## config.mk

```make
export PLATFORM = sky130hd
export DESIGN_NAME = dma_burst_splitter
export DESIGN_NICKNAME = d
export VERILOG_FILES = /design/src/rtl/dma_bsplit_pkg.sv /design/src/rtl/dma_bsplit_cfg.sv /design/src/rtl/dma_bsplit_room.sv /design/src/rtl/dma_bsplit_ctrl.sv /design/src/rtl/dma_burst_splitter.sv
export SDC_FILE = /design/constraint.sdc
export NUM_CORES = 1
export LEC_CHECK = 0
export ABC_CLOCK_PERIOD_IN_PS = 9930
export BUFFER_PORTS_ARGS = -buffer_cell sky130_fd_sc_hd__buf_2
export CAP_MARGIN = 20
export CORE_UTILIZATION = 45
export DETAILED_ROUTE_END_ITERATION = 10
export HOLD_SLACK_MARGIN = 0.03
export PLACE_DENSITY = 0.71
export SYNTH_ARGS = -nofsm -noshare
export SYNTH_HDL_FRONTEND = slang
export SYNTH_HIERARCHICAL = 1
export SYNTH_SLANG_ARGS = --single-unit
```

## constraint.sdc

```tcl
create_clock -name clk_i -period 9.93 [get_ports clk_i]
set_input_delay 0.993 -clock clk_i [delete_from_list [all_inputs] [get_ports clk_i]]
set_output_delay 0.993 -clock clk_i [all_outputs]
set_load 0.005 [all_outputs]
```

## src/rtl/dma_bsplit_pkg.sv

```systemverilog
`timescale 1ns/1ps
package dma_bsplit_pkg;
  typedef enum logic [1:0] {ST_IDLE, ST_ISSUE, ST_WAIT} st_e;

  localparam logic [2:0] SZ_W4  = 3'd3;
  localparam logic [2:0] SZ_W8  = 3'd4;
  localparam logic [2:0] SZ_BAD = 3'd7;
endpackage

```

## src/rtl/dma_bsplit_cfg.sv

```systemverilog
`timescale 1ns/1ps
module dma_bsplit_cfg
  import dma_bsplit_pkg::*;
#(
  parameter int LEN_W = 8
) (
  input  logic [2:0]       size_code_i,
  input  logic             fifo_en_i,
  input  logic [1:0]       src_lo_i,
  input  logic [1:0]       dst_lo_i,
  input  logic             src_dec_i,
  input  logic             dst_dec_i,
  output logic [LEN_W-1:0] eff_size_o,
  output logic             cfg_err_o
);
  logic [LEN_W-1:0] unit;
  logic             burst_ok;
  logic             word_class;

  always_comb begin
    unit = LEN_W'(4);
    case (size_code_i)
      3'd0: unit = LEN_W'(1);
      3'd1: unit = LEN_W'(2);
      3'd2: unit = LEN_W'(4);
      3'd3: unit = LEN_W'(16);
      3'd4: unit = LEN_W'(32);
      3'd5: unit = LEN_W'(64);
      3'd6: unit = LEN_W'(128);
      default: unit = LEN_W'(4);
    endcase
  end

  assign burst_ok   = fifo_en_i && (size_code_i == SZ_W4 || size_code_i == SZ_W8);
  assign word_class = (size_code_i >= SZ_W4) && (size_code_i != SZ_BAD);

  always_comb begin
    if (burst_ok || unit < LEN_W'(4)) eff_size_o = unit;
    else                              eff_size_o = LEN_W'(4);
  end

  assign cfg_err_o = (size_code_i == SZ_BAD) ||
                     (word_class && ((src_lo_i != {2{src_dec_i}}) ||
                                     (dst_lo_i != {2{dst_dec_i}})));

  always_comb begin
    a_eff_pow2_R1: assert ((eff_size_o & (eff_size_o - LEN_W'(1))) == '0 && eff_size_o != '0);
  end
endmodule

```

## src/rtl/dma_bsplit_room.sv

```systemverilog
`timescale 1ns/1ps
module dma_bsplit_room #(
  parameter int BOUND_BYTES = 128,
  parameter int LEN_W       = 8,
  localparam int OFF_W      = $clog2(BOUND_BYTES)
) (
  input  logic             clk_i,
  input  logic             rst_ni,
  input  logic [OFF_W-1:0] off_i,
  input  logic             dec_i,
  input  logic             align_en_i,
  input  logic [LEN_W-1:0] eff_i,
  output logic [LEN_W-1:0] room_o
);
  logic [LEN_W-1:0] off_x, part, bnd, algn;

  always_comb begin
    off_x = LEN_W'(off_i);
    part  = off_x & (eff_i - LEN_W'(1));
    bnd   = dec_i ? off_x + LEN_W'(1) : LEN_W'(BOUND_BYTES) - off_x;
    algn  = dec_i ? part + LEN_W'(1)  : eff_i - part;
    room_o = (align_en_i && algn < bnd) ? algn : bnd;
  end

  a_room_range_R2: assert property (@(posedge clk_i) disable iff (!rst_ni)
    room_o != '0 && room_o <= LEN_W'(BOUND_BYTES));
endmodule

```

## src/rtl/dma_bsplit_ctrl.sv

```systemverilog
`timescale 1ns/1ps
module dma_bsplit_ctrl
  import dma_bsplit_pkg::*;
#(
  parameter int ADDR_W      = 32,
  parameter int CNT_W       = 16,
  parameter int BOUND_BYTES = 128,
  parameter int LEN_W       = 8,
  localparam int OFF_W      = $clog2(BOUND_BYTES)
) (
  input  logic              clk_i,
  input  logic              rst_ni,
  input  logic              start_i,
  input  logic [ADDR_W-1:0] src_addr_i,
  input  logic [ADDR_W-1:0] dst_addr_i,
  input  logic [CNT_W-1:0]  byte_cnt_i,
  input  logic              size_mode_i,
  input  logic              src_dec_i,
  input  logic              dst_dec_i,
  input  logic [LEN_W-1:0]  eff_size_i,
  input  logic              cfg_err_i,
  input  logic [LEN_W-1:0]  room_src_i,
  input  logic [LEN_W-1:0]  room_dst_i,
  output logic [OFF_W-1:0]  src_off_o,
  output logic [OFF_W-1:0]  dst_off_o,
  output logic              src_dec_o,
  output logic              dst_dec_o,
  output logic              align_en_o,
  output logic [LEN_W-1:0]  eff_o,
  output logic              cmd_valid_o,
  input  logic              cmd_ready_i,
  output logic [LEN_W-1:0]  cmd_len_o,
  output logic [ADDR_W-1:0] cmd_src_o,
  output logic [ADDR_W-1:0] cmd_dst_o,
  input  logic              ack_i,
  output logic              busy_o,
  output logic              done_o,
  output logic              cfg_err_o
);
  st_e              state_q;
  logic [ADDR_W-1:0] src_q, dst_q;
  logic [CNT_W-1:0]  rem_q;
  logic [LEN_W-1:0]  eff_q, len_q, len_d, rem_fit, room_min;
  logic              sdec_q, ddec_q, mode_q, done_q, err_q;

  always_comb begin
    rem_fit  = (rem_q >= CNT_W'(eff_q)) ? eff_q : LEN_W'(rem_q);
    room_min = (room_src_i < room_dst_i) ? room_src_i : room_dst_i;
    len_d    = (rem_fit < room_min) ? rem_fit : room_min;
  end

  always_ff @(posedge clk_i or negedge rst_ni) begin
    if (!rst_ni) begin
      state_q <= ST_IDLE;
      src_q   <= '0;
      dst_q   <= '0;
      rem_q   <= '0;
      eff_q   <= LEN_W'(1);
      len_q   <= '0;
      sdec_q  <= 1'b0;
      ddec_q  <= 1'b0;
      mode_q  <= 1'b0;
      done_q  <= 1'b0;
      err_q   <= 1'b0;
    end else begin
      done_q <= 1'b0;
      err_q  <= 1'b0;
      case (state_q)
        ST_IDLE: if (start_i) begin
          if (cfg_err_i)             err_q  <= 1'b1;
          else if (byte_cnt_i == '0) done_q <= 1'b1;
          else begin
            src_q   <= src_addr_i;
            dst_q   <= dst_addr_i;
            rem_q   <= byte_cnt_i;
            eff_q   <= eff_size_i;
            sdec_q  <= src_dec_i;
            ddec_q  <= dst_dec_i;
            mode_q  <= size_mode_i;
            state_q <= ST_ISSUE;
          end
        end
        ST_ISSUE: if (cmd_ready_i) begin
          len_q   <= len_d;
          state_q <= ST_WAIT;
        end
        ST_WAIT: if (ack_i) begin
          src_q <= sdec_q ? src_q - ADDR_W'(len_q) : src_q + ADDR_W'(len_q);
          dst_q <= ddec_q ? dst_q - ADDR_W'(len_q) : dst_q + ADDR_W'(len_q);
          rem_q <= rem_q - CNT_W'(len_q);
          if (rem_q == CNT_W'(len_q)) begin
            state_q <= ST_IDLE;
            done_q  <= 1'b1;
          end else begin
            state_q <= ST_ISSUE;
          end
        end
        default: state_q <= ST_IDLE;
      endcase
    end
  end

  assign src_off_o   = src_q[OFF_W-1:0];
  assign dst_off_o   = dst_q[OFF_W-1:0];
  assign src_dec_o   = sdec_q;
  assign dst_dec_o   = ddec_q;
  assign align_en_o  = !mode_q;
  assign eff_o       = eff_q;
  assign cmd_valid_o = (state_q == ST_ISSUE);
  assign cmd_len_o   = len_d;
  assign cmd_src_o   = src_q;
  assign cmd_dst_o   = dst_q;
  assign busy_o      = (state_q != ST_IDLE);
  assign done_o      = done_q;
  assign cfg_err_o   = err_q;

  a_hold_R9: assert property (@(posedge clk_i) disable iff (!rst_ni)
    cmd_valid_o && !cmd_ready_i |=> cmd_valid_o && $stable(cmd_len_o) &&
                                    $stable(cmd_src_o) && $stable(cmd_dst_o));
  a_one_out_R9: assert property (@(posedge clk_i) disable iff (!rst_ni)
    cmd_valid_o && cmd_ready_i |=> !cmd_valid_o);
  a_len_R5: assert property (@(posedge clk_i) disable iff (!rst_ni)
    cmd_valid_o |-> cmd_len_o != '0 && cmd_len_o <= eff_q && CNT_W'(cmd_len_o) <= rem_q);
  a_src_bound_R2: assert property (@(posedge clk_i) disable iff (!rst_ni)
    cmd_valid_o |-> (sdec_q ? ({1'b0, cmd_len_o} <= ({1'b0, LEN_W'(src_off_o)} + 9'(1)))
                            : ({1'b0, LEN_W'(src_off_o)} + {1'b0, cmd_len_o} <= 9'(BOUND_BYTES))));
  a_dst_bound_R2: assert property (@(posedge clk_i) disable iff (!rst_ni)
    cmd_valid_o |-> (ddec_q ? ({1'b0, cmd_len_o} <= ({1'b0, LEN_W'(dst_off_o)} + 9'(1)))
                            : ({1'b0, LEN_W'(dst_off_o)} + {1'b0, cmd_len_o} <= 9'(BOUND_BYTES))));
  a_done_ack_R10: assert property (@(posedge clk_i) disable iff (!rst_ni)
    done_o |-> !busy_o && ($past(ack_i) || $past(start_i)));
  a_err_idle_R8: assert property (@(posedge clk_i) disable iff (!rst_ni)
    cfg_err_o |-> !busy_o && !cmd_valid_o && !done_o);
endmodule

```

## src/rtl/dma_burst_splitter.sv

```systemverilog
`timescale 1ns/1ps
module dma_burst_splitter #(
  parameter int ADDR_W      = 32,
  parameter int CNT_W       = 16,
  parameter int BOUND_BYTES = 128,
  localparam int LEN_W      = $clog2(BOUND_BYTES) + 1,
  localparam int OFF_W      = $clog2(BOUND_BYTES)
) (
  input  logic              clk_i,
  input  logic              rst_ni,
  input  logic              start_i,
  input  logic [ADDR_W-1:0] src_addr_i,
  input  logic [ADDR_W-1:0] dst_addr_i,
  input  logic [CNT_W-1:0]  byte_cnt_i,
  input  logic [2:0]        size_code_i,
  input  logic              fifo_en_i,
  input  logic              size_mode_i,
  input  logic              src_dec_i,
  input  logic              dst_dec_i,
  output logic              cmd_valid_o,
  input  logic              cmd_ready_i,
  output logic [LEN_W-1:0]  cmd_len_o,
  output logic [ADDR_W-1:0] cmd_src_o,
  output logic [ADDR_W-1:0] cmd_dst_o,
  input  logic              ack_i,
  output logic              busy_o,
  output logic              done_o,
  output logic              cfg_err_o
);
  logic [LEN_W-1:0] eff_size, eff_q;
  logic             cfg_err, align_en;
  logic [OFF_W-1:0] off   [2];
  logic             dec   [2];
  logic [LEN_W-1:0] room  [2];

  dma_bsplit_cfg #(.LEN_W(LEN_W)) u_cfg (
    .size_code_i (size_code_i),
    .fifo_en_i   (fifo_en_i),
    .src_lo_i    (src_addr_i[1:0]),
    .dst_lo_i    (dst_addr_i[1:0]),
    .src_dec_i   (src_dec_i),
    .dst_dec_i   (dst_dec_i),
    .eff_size_o  (eff_size),
    .cfg_err_o   (cfg_err)
  );

  for (genvar s = 0; s < 2; s++) begin : g_side
    dma_bsplit_room #(.BOUND_BYTES(BOUND_BYTES), .LEN_W(LEN_W)) u_room (
      .clk_i      (clk_i),
      .rst_ni     (rst_ni),
      .off_i      (off[s]),
      .dec_i      (dec[s]),
      .align_en_i (align_en),
      .eff_i      (eff_q),
      .room_o     (room[s])
    );
  end

  dma_bsplit_ctrl #(
    .ADDR_W(ADDR_W), .CNT_W(CNT_W), .BOUND_BYTES(BOUND_BYTES), .LEN_W(LEN_W)
  ) u_ctrl (
    .clk_i       (clk_i),
    .rst_ni      (rst_ni),
    .start_i     (start_i),
    .src_addr_i  (src_addr_i),
    .dst_addr_i  (dst_addr_i),
    .byte_cnt_i  (byte_cnt_i),
    .size_mode_i (size_mode_i),
    .src_dec_i   (src_dec_i),
    .dst_dec_i   (dst_dec_i),
    .eff_size_i  (eff_size),
    .cfg_err_i   (cfg_err),
    .room_src_i  (room[0]),
    .room_dst_i  (room[1]),
    .src_off_o   (off[0]),
    .dst_off_o   (off[1]),
    .src_dec_o   (dec[0]),
    .dst_dec_o   (dec[1]),
    .align_en_o  (align_en),
    .eff_o       (eff_q),
    .cmd_valid_o (cmd_valid_o),
    .cmd_ready_i (cmd_ready_i),
    .cmd_len_o   (cmd_len_o),
    .cmd_src_o   (cmd_src_o),
    .cmd_dst_o   (cmd_dst_o),
    .ack_i       (ack_i),
    .busy_o      (busy_o),
    .done_o      (done_o),
    .cfg_err_o   (cfg_err_o)
  );
endmodule

```

Word level (Yosys, flattened, before mapping)
Cells that the tools add are included.
{"block": "word_totals", "reg_bits": 103, "inputBits": 92, "elab_cells": 116}
{"block": "classes", "n_addsub": 14, "n_lt_le_gt_ge": 7, "eq_ne": 17, "muxes": 44, "bitwise_logic": 4, "n_reduce_logical": 19}
{"cell": "32-bit two-way mux", "n": 10}
{"cell": "32-bit case mux with 2 select lines", "n": 2}
{"cell": "8-bit two-way mux", "n": 10}
{"cell": "32-bit by 8-bit adder with 32-bit output", "n": 2}
{"cell": "16-bit two-way mux", "n": 4}
{"cell": "32-bit by 8-bit subtractor with 32-bit output", "n": 2}
{"cell": "8-bit case mux with 6 select lines", "n": 1}
{"cell": "8-bit < comparator", "n": 4}
{"cell": "16-bit case mux with 2 select lines", "n": 1}
{"cell": "7-bit by 1-bit adder with 8-bit output, second input constant", "n": 2}
{"cell": "8-bit by 1-bit adder with 8-bit output, second input constant", "n": 2}
{"cell": "7-bit by 8-bit AND with 8-bit output", "n": 2}
{"cell": "16-bit by 8-bit == test with 1-bit output", "n": 1}
{"cell": "16-bit by 8-bit greater-or-equal comparator with 1-bit output", "n": 1}
{"cell": "16-bit logical NOT", "n": 1}
{"cell": "16-bit by 8-bit subtractor with 16-bit output", "n": 1}
{"cell": "8-bit by 7-bit subtractor with 8-bit output, first input constant", "n": 2}
{"cell": "8-bit subtractor", "n": 2}
{"cell": "3-bit == test, second input constant", "n": 4}
{"cell": "2-bit two-way mux", "n": 5}
{"cell": "5-bit AND reduction", "n": 2}
{"cell": "1-bit two-way mux", "n": 9}
{"cell": "8-bit by 3-bit < comparator with 1-bit output, second input constant", "n": 1}
{"cell": "2-bit != test, second input constant", "n": 4}
{"cell": "other kinds (20)", "n": 30}

Depth between registers and ports, before layout
Gate-level depths: netlist (run 1).
{"block": "depth", "word_depth": 11, "mapped_depth": 36}

By module
Netlist (run 1), hierarchy kept.
{"mod": "dma_bsplit_ctrl", "n_inst": 1, "cells_each": 1180, "area_per_inst_um2": 9302.7, "seq_area_each_um2": 2578.7}
{"mod": "dma_bsplit_room (g_side[0].u_room)", "n_inst": 1, "cells_each": 181, "area_per_inst_um2": 1272.5, "seq_area_each_um2": 0.0}
{"mod": "dma_bsplit_room (g_side[1].u_room)", "n_inst": 1, "cells_each": 169, "area_per_inst_um2": 1184.9, "seq_area_each_um2": 0.0}
{"mod": "dma_bsplit_cfg", "n_inst": 1, "cells_each": 20, "area_per_inst_um2": 117.6, "seq_area_each_um2": 0.0}

Least setup slack after synthesis (run 1)
No wires, ideal clock.
{"block": "synth_timing", "path_kind": "register to output", "from": "register u_ctrl.eff_q[1], in the netlist u_ctrl/eff_o[1]", "to": "output port cmd_len_o[0]", "t_arrival_ps": 6815, "t_required_ps": 8937, "setup_slack_ps": 2122, "path_stages_with_launch": 34, "path_buffers": 2, "path_cell_list": "dfrtp_1 -> inv_1 -> ha_1 -> nand2b_1 -> inv_1 -> fa_1 -> nor2b_1 -> o21ai_0 -> a41o_2 -> a21oi_2 -> xor2_1 -> o21ai_1 -> ha_1 -> a21oi_1 -> o2111ai_1 -> nor2_1 -> clkbuf_1 -> a31o_2 -> a31oi_1 -> ha_1 -> a21o_1 -> a2111oi_0 -> o21ai_0 -> nand2_1 -> mux2i_1 -> ha_1 -> a21oi_1 -> nor2b_1 -> o21ai_0 -> nand2b_1 -> a2111o_2 -> and2_1 -> buf_4 -> mux2i_1"}
{"item": "from (decl)", "line_no": "dma_bsplit_ctrl.sv:43", "rtl": "logic [LEN_W-1:0] eff_q, len_q, len_d, rem_fit, room_min;"}
{"item": "from (signal assigned)", "line_no": "dma_bsplit_ctrl.sv:76", "rtl": "eff_q <= eff_size_i;"}
{"item": "to (decl)", "line_no": "dma_burst_splitter.sv:22", "rtl": "output logic [LEN_W-1:0] cmd_len_o,"}

==> results of run 1 <==
worst max path at each step:
stage                     depth (start not counted)  slack, ns      endpoint
after global placement                           36       1.10  cmd_len_o[0]
after global routing                             33       0.06  cmd_len_o[1]
after CTS                                        36       0.47  cmd_len_o[0]
final                                            35       0.70  cmd_len_o[4]
after detailed placement                         36       0.88  cmd_len_o[0]
after floorplan                                  33       2.12  cmd_len_o[0]
kinds of logic (layout without fill, tap and decap cells):
| kind of cell | Yosys count | after routing | synth area share (%) |
|---|---|---|---|
| and+or+nand+nor | 535 | 535 | 22.3 |
| AOI/OAI and AO/OA | 499 | 499 | 26.6 |
| buffers and inverters | 163 | 273 | 6.14 |
| adders and majority gates | 127 | 127 | 13.7 |
| DFF | 103 | 103 | 21.7 |
| xor gates and xnor gates | 81 | 81 | 5.97 |
| muxes | 41 | 41 | 3.60 |
| other | 1 | 6 | 0.0316 |
registers in the layout (all words and copies together) (netlist names):
| name | flops |
|---|---|
| u_ctrl/rem_q | 16 |
| u_ctrl/cfg_err_o | 1 |
| u_ctrl/mode_q | 1 |
| u_ctrl/src_dec_o | 1 |
| u_ctrl/cmd_dst_o | 32 |
| u_ctrl/state_q | 2 |
| u_ctrl/eff_o | 8 |
| u_ctrl/cmd_src_o | 32 |
| u_ctrl/done_o | 1 |
| u_ctrl/len_q | 8 |
| u_ctrl/dst_dec_o | 1 |
stage by stage:
step,instances,setup WS (ns),area [sq um]
finish,2000,0.704,13200
global route,1998,0.0556,13200
CTS,1996,0.470,13200
detailed placement,1980,0.878,12800
global placement,1980,1.10,12800
floorplan,1552,2.12,11900
worst min-delay path: cells and delay by family (launching register included):
kind               cells  cell delay [ns]
DFF                    1             0.37
AOI/OAI and AO/OA      1             0.06
and+or+nand+nor        1             0.05
routing by layer:
metal | routed length (um) | part of all wire (%) | vias up | track usage [%]
met2 | 17600 | 47 | 445 | 46.0
li1 | - | - | 5848 | -
met1 | 16600 | 44 | 5656 | 37.3
met4 | 883 | 2.4 | 0 | 9.38
met5 | 0 | 0 | - | 0
met3 | 2360 | 6.3 | 53 | 3.72
final cells by class:
class                      instances  area, sq um  share of cell area, %
sequential                       103         2580                   19.5
inverter                          79          297                   2.24
timing repair buffer             178          941                   7.12
antenna                            3         7.51                 0.0568
tap                              335          419                   3.17
clock inverter                     5          104                  0.786
clock buffer                      11          253                   1.91
multi-input combinational       1286         8620                   65.2
cell usage in the layout (no fill, tap or decap), types with 16 or more instances in the layout:
| master | netlist | layout |
|---|---|---|
| sky130_fd_sc_hd__a21o_1 | 33 | 32 |
| sky130_fd_sc_hd__a21oi_1 | 154 | 153 |
| sky130_fd_sc_hd__a31oi_1 | 36 | 36 |
| sky130_fd_sc_hd__and3_1 | 25 | 25 |
| sky130_fd_sc_hd__buf_2 | 3 | 166 |
| sky130_fd_sc_hd__dfrtp_1 | 102 | 102 |
| sky130_fd_sc_hd__ha_1 | 122 | 122 |
| sky130_fd_sc_hd__inv_1 | 79 | 79 |
| sky130_fd_sc_hd__mux2i_1 | 33 | 32 |
| sky130_fd_sc_hd__nand2_1 | 158 | 157 |
| sky130_fd_sc_hd__nand2b_1 | 33 | 32 |
| sky130_fd_sc_hd__nand3_1 | 39 | 39 |
| sky130_fd_sc_hd__nor2_1 | 126 | 125 |
| sky130_fd_sc_hd__nor3_1 | 39 | 39 |
| sky130_fd_sc_hd__nor4_1 | 18 | 18 |
| sky130_fd_sc_hd__o211ai_1 | 16 | 16 |
| sky130_fd_sc_hd__o21a_1 | 23 | 23 |
| sky130_fd_sc_hd__o21ai_0 | 117 | 117 |
| sky130_fd_sc_hd__xnor2_1 | 61 | 61 |
| sky130_fd_sc_hd__xor2_1 | 20 | 20 |
repair_timing:
item | CTS | global route
setup endpoints to repair | 0 | 8
resized for setup | 0 | 4
hold buffers | 0 | 0
==> impl_summary.md, run 1 <==
Layout
The layout has 2542 filler cells. The number of nets at the end of the flow is 1876. From synthesis to final layout, the design area changed by 11.3%. The proportion of layout cells with a drive suffix above 1 is 15.3%. The final core utilization is 50.9%.

Timing
The tightest hold path in the finished design has a slack of 0.520 ns. The routed design could run at a clock period as short as 9.23 ns. At the pin with the least slew margin, the transition time is 1.09 ns. The relative slew slack is 26.9%. The hold violation total from the final report is 0.

Setup repair after global routing left no endpoint under its margin. In the finished design, the share of the clock period the worst path needs comes to 92.9%. Setup total negative slack on the finished layout was measured at 0 ns.

The peak clock frequency supported by timing is 0.108 GHz. Setup violations remaining at the end of the flow were counted as 0. The number of slew-limit violations in the final report is 0.

Between clock sinks in the finished design, the worst skew comes to 0.00693 ns.

Synthesis
The number of instances in the synthesized netlist is 1550. The dominant cell type by area after synthesis is sky130_fd_sc_hd__dfrtp_1. The proportion of register bits with asynchronous set or reset after synthesis is 100%. The number of enable flip-flop cells after synthesis is 0. Among all cell types in the netlist, the one instantiated most often is sky130_fd_sc_hd__nand2_1. Ranked by total cell area, the synthesized netlist is headed by sky130_fd_sc_hd__dfrtp_1, sky130_fd_sc_hd__ha_1, sky130_fd_sc_hd__a21oi_1.

For this run, the leading register cell type out of synthesis is sky130_fd_sc_hd__dfrtp_1. The area share of the leading cell type in the synthesized netlist is 21.5%. The count of unique library cells instantiated by Yosys is 94. The average instance area after synthesis is 7.66 sq um. The proportion of synthesized chip area in sequential cells is 21.7%. The combined area of all synthesized cells is 11900 sq um. For this run, the number of Yosys warnings is 6.

Ranked by instance count, the synthesized netlist is headed by sky130_fd_sc_hd__nand2_1, sky130_fd_sc_hd__a21oi_1, sky130_fd_sc_hd__nor2_1. The post-synthesis register bit count is 103.

Global routing
The total global-route track usage is 27.8%. The total overflow reported by the global router is 0. The global-route wire length before repair is 59400 um. The initial antenna violation count is 3.

The via count of the first global-routing pass was 11.1k. The maximum number of pins on one net before global-route repair is 79.

CTS
For the worst-skew pair, the clock arrives at the later sink with an insertion delay of 0.36 ns. The clock tree synthesis step divided the H-tree into 3 levels. The number of clock buffers added by TritonCTS is 9. The tree is rooted in a sky130_fd_sc_hd__clkbuf_16. For this design, the sink count on the clock tree is 103. Once the clock tree was built, the setup fixing pass inserted 0 buffers. In this run the deepest clock path goes through 2 buffers. The CTS tree is built.

After clock tree synthesis, the clock-pin slew on the worst setup and hold paths is 0.07 ns.

Setup path
In this design, the largest share of critical-path delay is due to compound AO/OA/AOI/OAI gates. The dominant cell type by count on the critical path is sky130_fd_sc_hd__ha_1. The worst register-to-register path has a depth of 34.

The worst register-to-register path ends at u_ctrl/len_q[0]$_DFFE_PN0P_. The slack of the worst reg-to-reg path is 1.83 ns. The most critical setup path has its startpoint at u_ctrl/eff_o[1]$_DFFE_PN0P_.

The maximum cell stage delay along the critical path is 0.60 ns. For the worst setup path, the data required time is 8.94 ns. The endpoint type of the worst setup path is an output pin.

The critical path contains buffers and inverters numbering 4 combined. Among all stages on the critical path, the largest delay is contributed by sky130_fd_sc_hd__a2111o_2. STA classifies the critical path startpoint as a flip-flop. The worst setup path is of the flip-flop to output pin kind. STA puts the critical path data arrival time at 8.23 ns.

In this run the worst path has a maximum fanout of 16. In this run the critical register-to-register path is launched from u_ctrl/eff_o[1]$_DFFE_PN0P_.

Placed design
The congestion estimate from routability-driven global placement came to 0.961. During placement, the flow inserted port buffers numbering 167. Detailed placement ended at an HPWL of 28700 um.

Detailed routing
After detailed routing, the number of remaining DRC violations is 0. The number of nets still failing antenna checks after routing is 0. The first-pass iteration count of the detailed router is 7.

The post-detailed-route via-to-cell ratio is 6.00. For this block, the routed nets add up to 37400 um of wire. Dividing the detail-routed wire length by the instance count gives 18.7 um.

The first-iteration detailed-routing DRC count is 814. The via total after detailed routing is 12.0k.

Floorplanning
The die covers 27000 sq um. After floorplanning, the core was divided into 59 placement rows. The height of the die is 164 um.

The total I/O pin count is 168. Measured along the x axis, the die boundary spans 164 um. Once the floorplan was initialized, standard cells occupied 45.7% of the core. The total core area is 26000 sq um.

Hold path
The path class of the tightest hold or removal check is flip-flop to flip-flop. The worst hold path depth is 2. The worst-case hold path end point is u_ctrl/cmd_dst_o[17]$_DFFE_PN0P_. In this run the most critical hold path is launched from u_ctrl/cmd_dst_o[17]$_DFFE_PN0P_.

Job
The reported max-cap violation count is 0.

Outcome
The flow ran to the end, and the final reports show no timing, DRC or antenna violations.
Power of run 1 is not shown: default switching activity piles up to over one toggle a cycle in this logic, so the estimate is an artifact.
==> run 2: changes to the inputs <==
- ABC_CLOCK_PERIOD_IN_PS: 9930 -> 7800
- PLACE_DENSITY: 0.71 -> 0.74
- clock period: 9.93 -> 7.8 ns (I/O delays scaled with it)
==> impl_summary.md, run 2 (synthesis results as in run 1) <==
CTS
The H-tree generated during clock tree synthesis spans 3 levels. The clock root buffer master is sky130_fd_sc_hd__clkbuf_16. The number of sinks handled by clock tree synthesis is 103. Buffers inserted to repair hold after CTS numbered 0. The TritonCTS buffer count is 9.

Clock latency on the worst-skew pair, taken at its later pin, is 0.35 ns. After clock tree synthesis, the clock-pin slew on the worst setup and hold paths is 0.07 ns. The maximum clock path buffer count is 2.

TritonCTS built the clock tree.

Timing
The relative slew slack is 33.4%. Setup repair after global routing could not meet its margin everywhere. The worst setup margin is -0.0195 ns. The final critical path takes up 100% of the cycle. The total of endpoints with negative setup slack in the final report is 6. The number of slew-limit violations in the final report is 0. The routed design could run at a clock period as short as 7.82 ns.

Derived from the worst setup path, the maximum achievable clock frequency is 0.128 GHz. The worst-case clock skew is 0.00931 ns. At the pin with the least slew margin, the transition time is 0.990 ns. The hold violation total from the final report is 0.

Outcome
The run finished, with violations left. The checks that failed: setup timing.

Layout
The leading cell type in the layout, fill and taps excluded is sky130_fd_sc_hd__buf_2. The relative area change from synthesis to final layout is 19.8%. The count of cells in the finished layout, fillers not included, comes to 2081. In the final design database the tool counted 1960 nets.

The proportion of layout cells with a drive suffix above 1 is 22.7%. Leaving out fill and tap cells, the most frequent cells in the layout are sky130_fd_sc_hd__buf_2, sky130_fd_sc_hd__nand2_1, sky130_fd_sc_hd__a21oi_1. The final core utilization is 54.7%.

Setup path
Broken down by cell family, the worst path's largest delay share belongs to compound AO/OA/AOI/OAI gates. The worst setup path is captured at an output pin. The kind of critical path is flip-flop to output pin. The required time of the worst setup path is 7.02 ns. The cell with the largest stage delay on the worst path is sky130_fd_sc_hd__dfstp_2. In this design, the stage delay of the slowest critical-path cell is 0.57 ns. The worst-path maximum fanout is 5. For the worst setup path, the data arrival time is 7.04 ns. The count of buffering cells on the critical path with inverters included is 6. The sort of element at the start of the critical path is a flip-flop.

Global routing
The initial antenna violation count is 2. The global-route wire length before repair is 59900 um. The total global-route track usage is 28.3%. The total overflow reported by the global router is 0. The via count of the first global-routing pass was 11.5k.

Entering global routing, the biggest net connects 96 pins.

Placed design
The port buffer count is 167. The count of placed standard cells including taps is 2044. The sum of net half-perimeters after detailed placement is 29400 um. The congestion estimate from routability-driven global placement came to 1.02. The worst setup timing slack at the placement stage is -0.105 ns.

Detailed routing
The number of design rule violations left after detail routing is 0. The post-detailed-route via-to-cell ratio is 5.97. The first-pass iteration count of the detailed router is 5. After the first detailed-routing iteration, the DRC count stood at 887. For this block, the via count after detailed routing is 12.4k. The final layout contains routed wiring with a total length of 39000 um. The routed length per placed instance is 18.7 um. The count of nets left with antenna violations once routing finished came out at 0.

Hold path
The type of the most critical hold path is input pin to asynchronous set/reset pin.

Job
The reported max-cap violation count is 0.

Floorplanning
The floorplan step defined a die boundary enclosing 27000 sq um. In this run the vertical extent of the chip is 164 um. Row generation in the floorplan step produced 59 rows. Once the floorplan was initialized, standard cells occupied 45.7% of the core. The total core area is 26000 sq um. The width of the chip is 164 um. The total I/O pin count is 168.
run 2: changes by cell type in the layout (fill, tap and decap cells not counted), sizes merged:
cell and delta:
clkbuf -1, and2 +1, clkinvlp +1, diode -1
buf +83, bufinv -2
run 2: area by class of cell:
cell class / instances / area (sq um)
diodes: 2 / 5.00
clock buffers: 10 / 239
fillers: 2473 / 11800
multi-input cells: 1287 / 9050
repair buffers: 261 / 1580
flip-flops and latches: 103 / 2580
well taps: 335 / 419
inverters: 79 / 299
clock inverters: 4 / 47.5
run 2: repair_timing:
item / 4_1_cts / 5_1_grt
pin swaps: 10 / 28
buffers inserted: 8 / 11
gates resized for setup: 24 / 72
gates cloned: 0 / 1
setup endpoints to repair: 8 / 8
run 2: path summary, 6_finish.rpt:
path / from / end / slack [ns] / cells after the start
max in group asynchronous: rst_ni / u_ctrl/eff_o[0]$_DFFE_PN1P_ / 6.28 / 3
setup reg to reg: u_ctrl/eff_o[0]$_DFFE_PN1P_ / u_ctrl/len_q[5]$_DFFE_PN0P_ / 0.79 / 35
min in group clk_i: u_ctrl/cmd_src_o[12]$_DFFE_PN0P_ / u_ctrl/cmd_src_o[12]$_DFFE_PN0P_ / 0.52 / 2
hold reg to reg: u_ctrl/cmd_src_o[12]$_DFFE_PN0P_ / u_ctrl/cmd_src_o[12]$_DFFE_PN0P_ / 0.52 / 2
setup / recovery: u_ctrl/eff_o[0]$_DFFE_PN1P_ / cmd_len_o[0] / -0.02 / 34
hold / removal: rst_ni / u_ctrl/cmd_src_o[24]$_DFFE_PN0P_ / 0.35 / 1
run 2: per-stage QoR:
step | area, sq um | hold WS [ns] | setup TNS [ns]
5_1_grt | 14200 | 0.375 | -1.92
2_1_floorplan | 11900 | 0.472 | 0
6_report | 14200 | 0.351 | -0.0463
3_5_place_dp | 13300 | 0.506 | -0.685
4_1_cts | 13700 | 0.357 | 0
3_3_place_gp | 13300 | 0.497 | 0
run 2: routing by layer:
metal	part of all wire, %	wire length (um)	track usage (%)
met5	0	0	0
met4	3.7	1440	11.4
met3	6.8	2630	3.62
met2	47	18100	46.7
met1	43	16800	37.3
Power of run 2 is left out for the same reason.
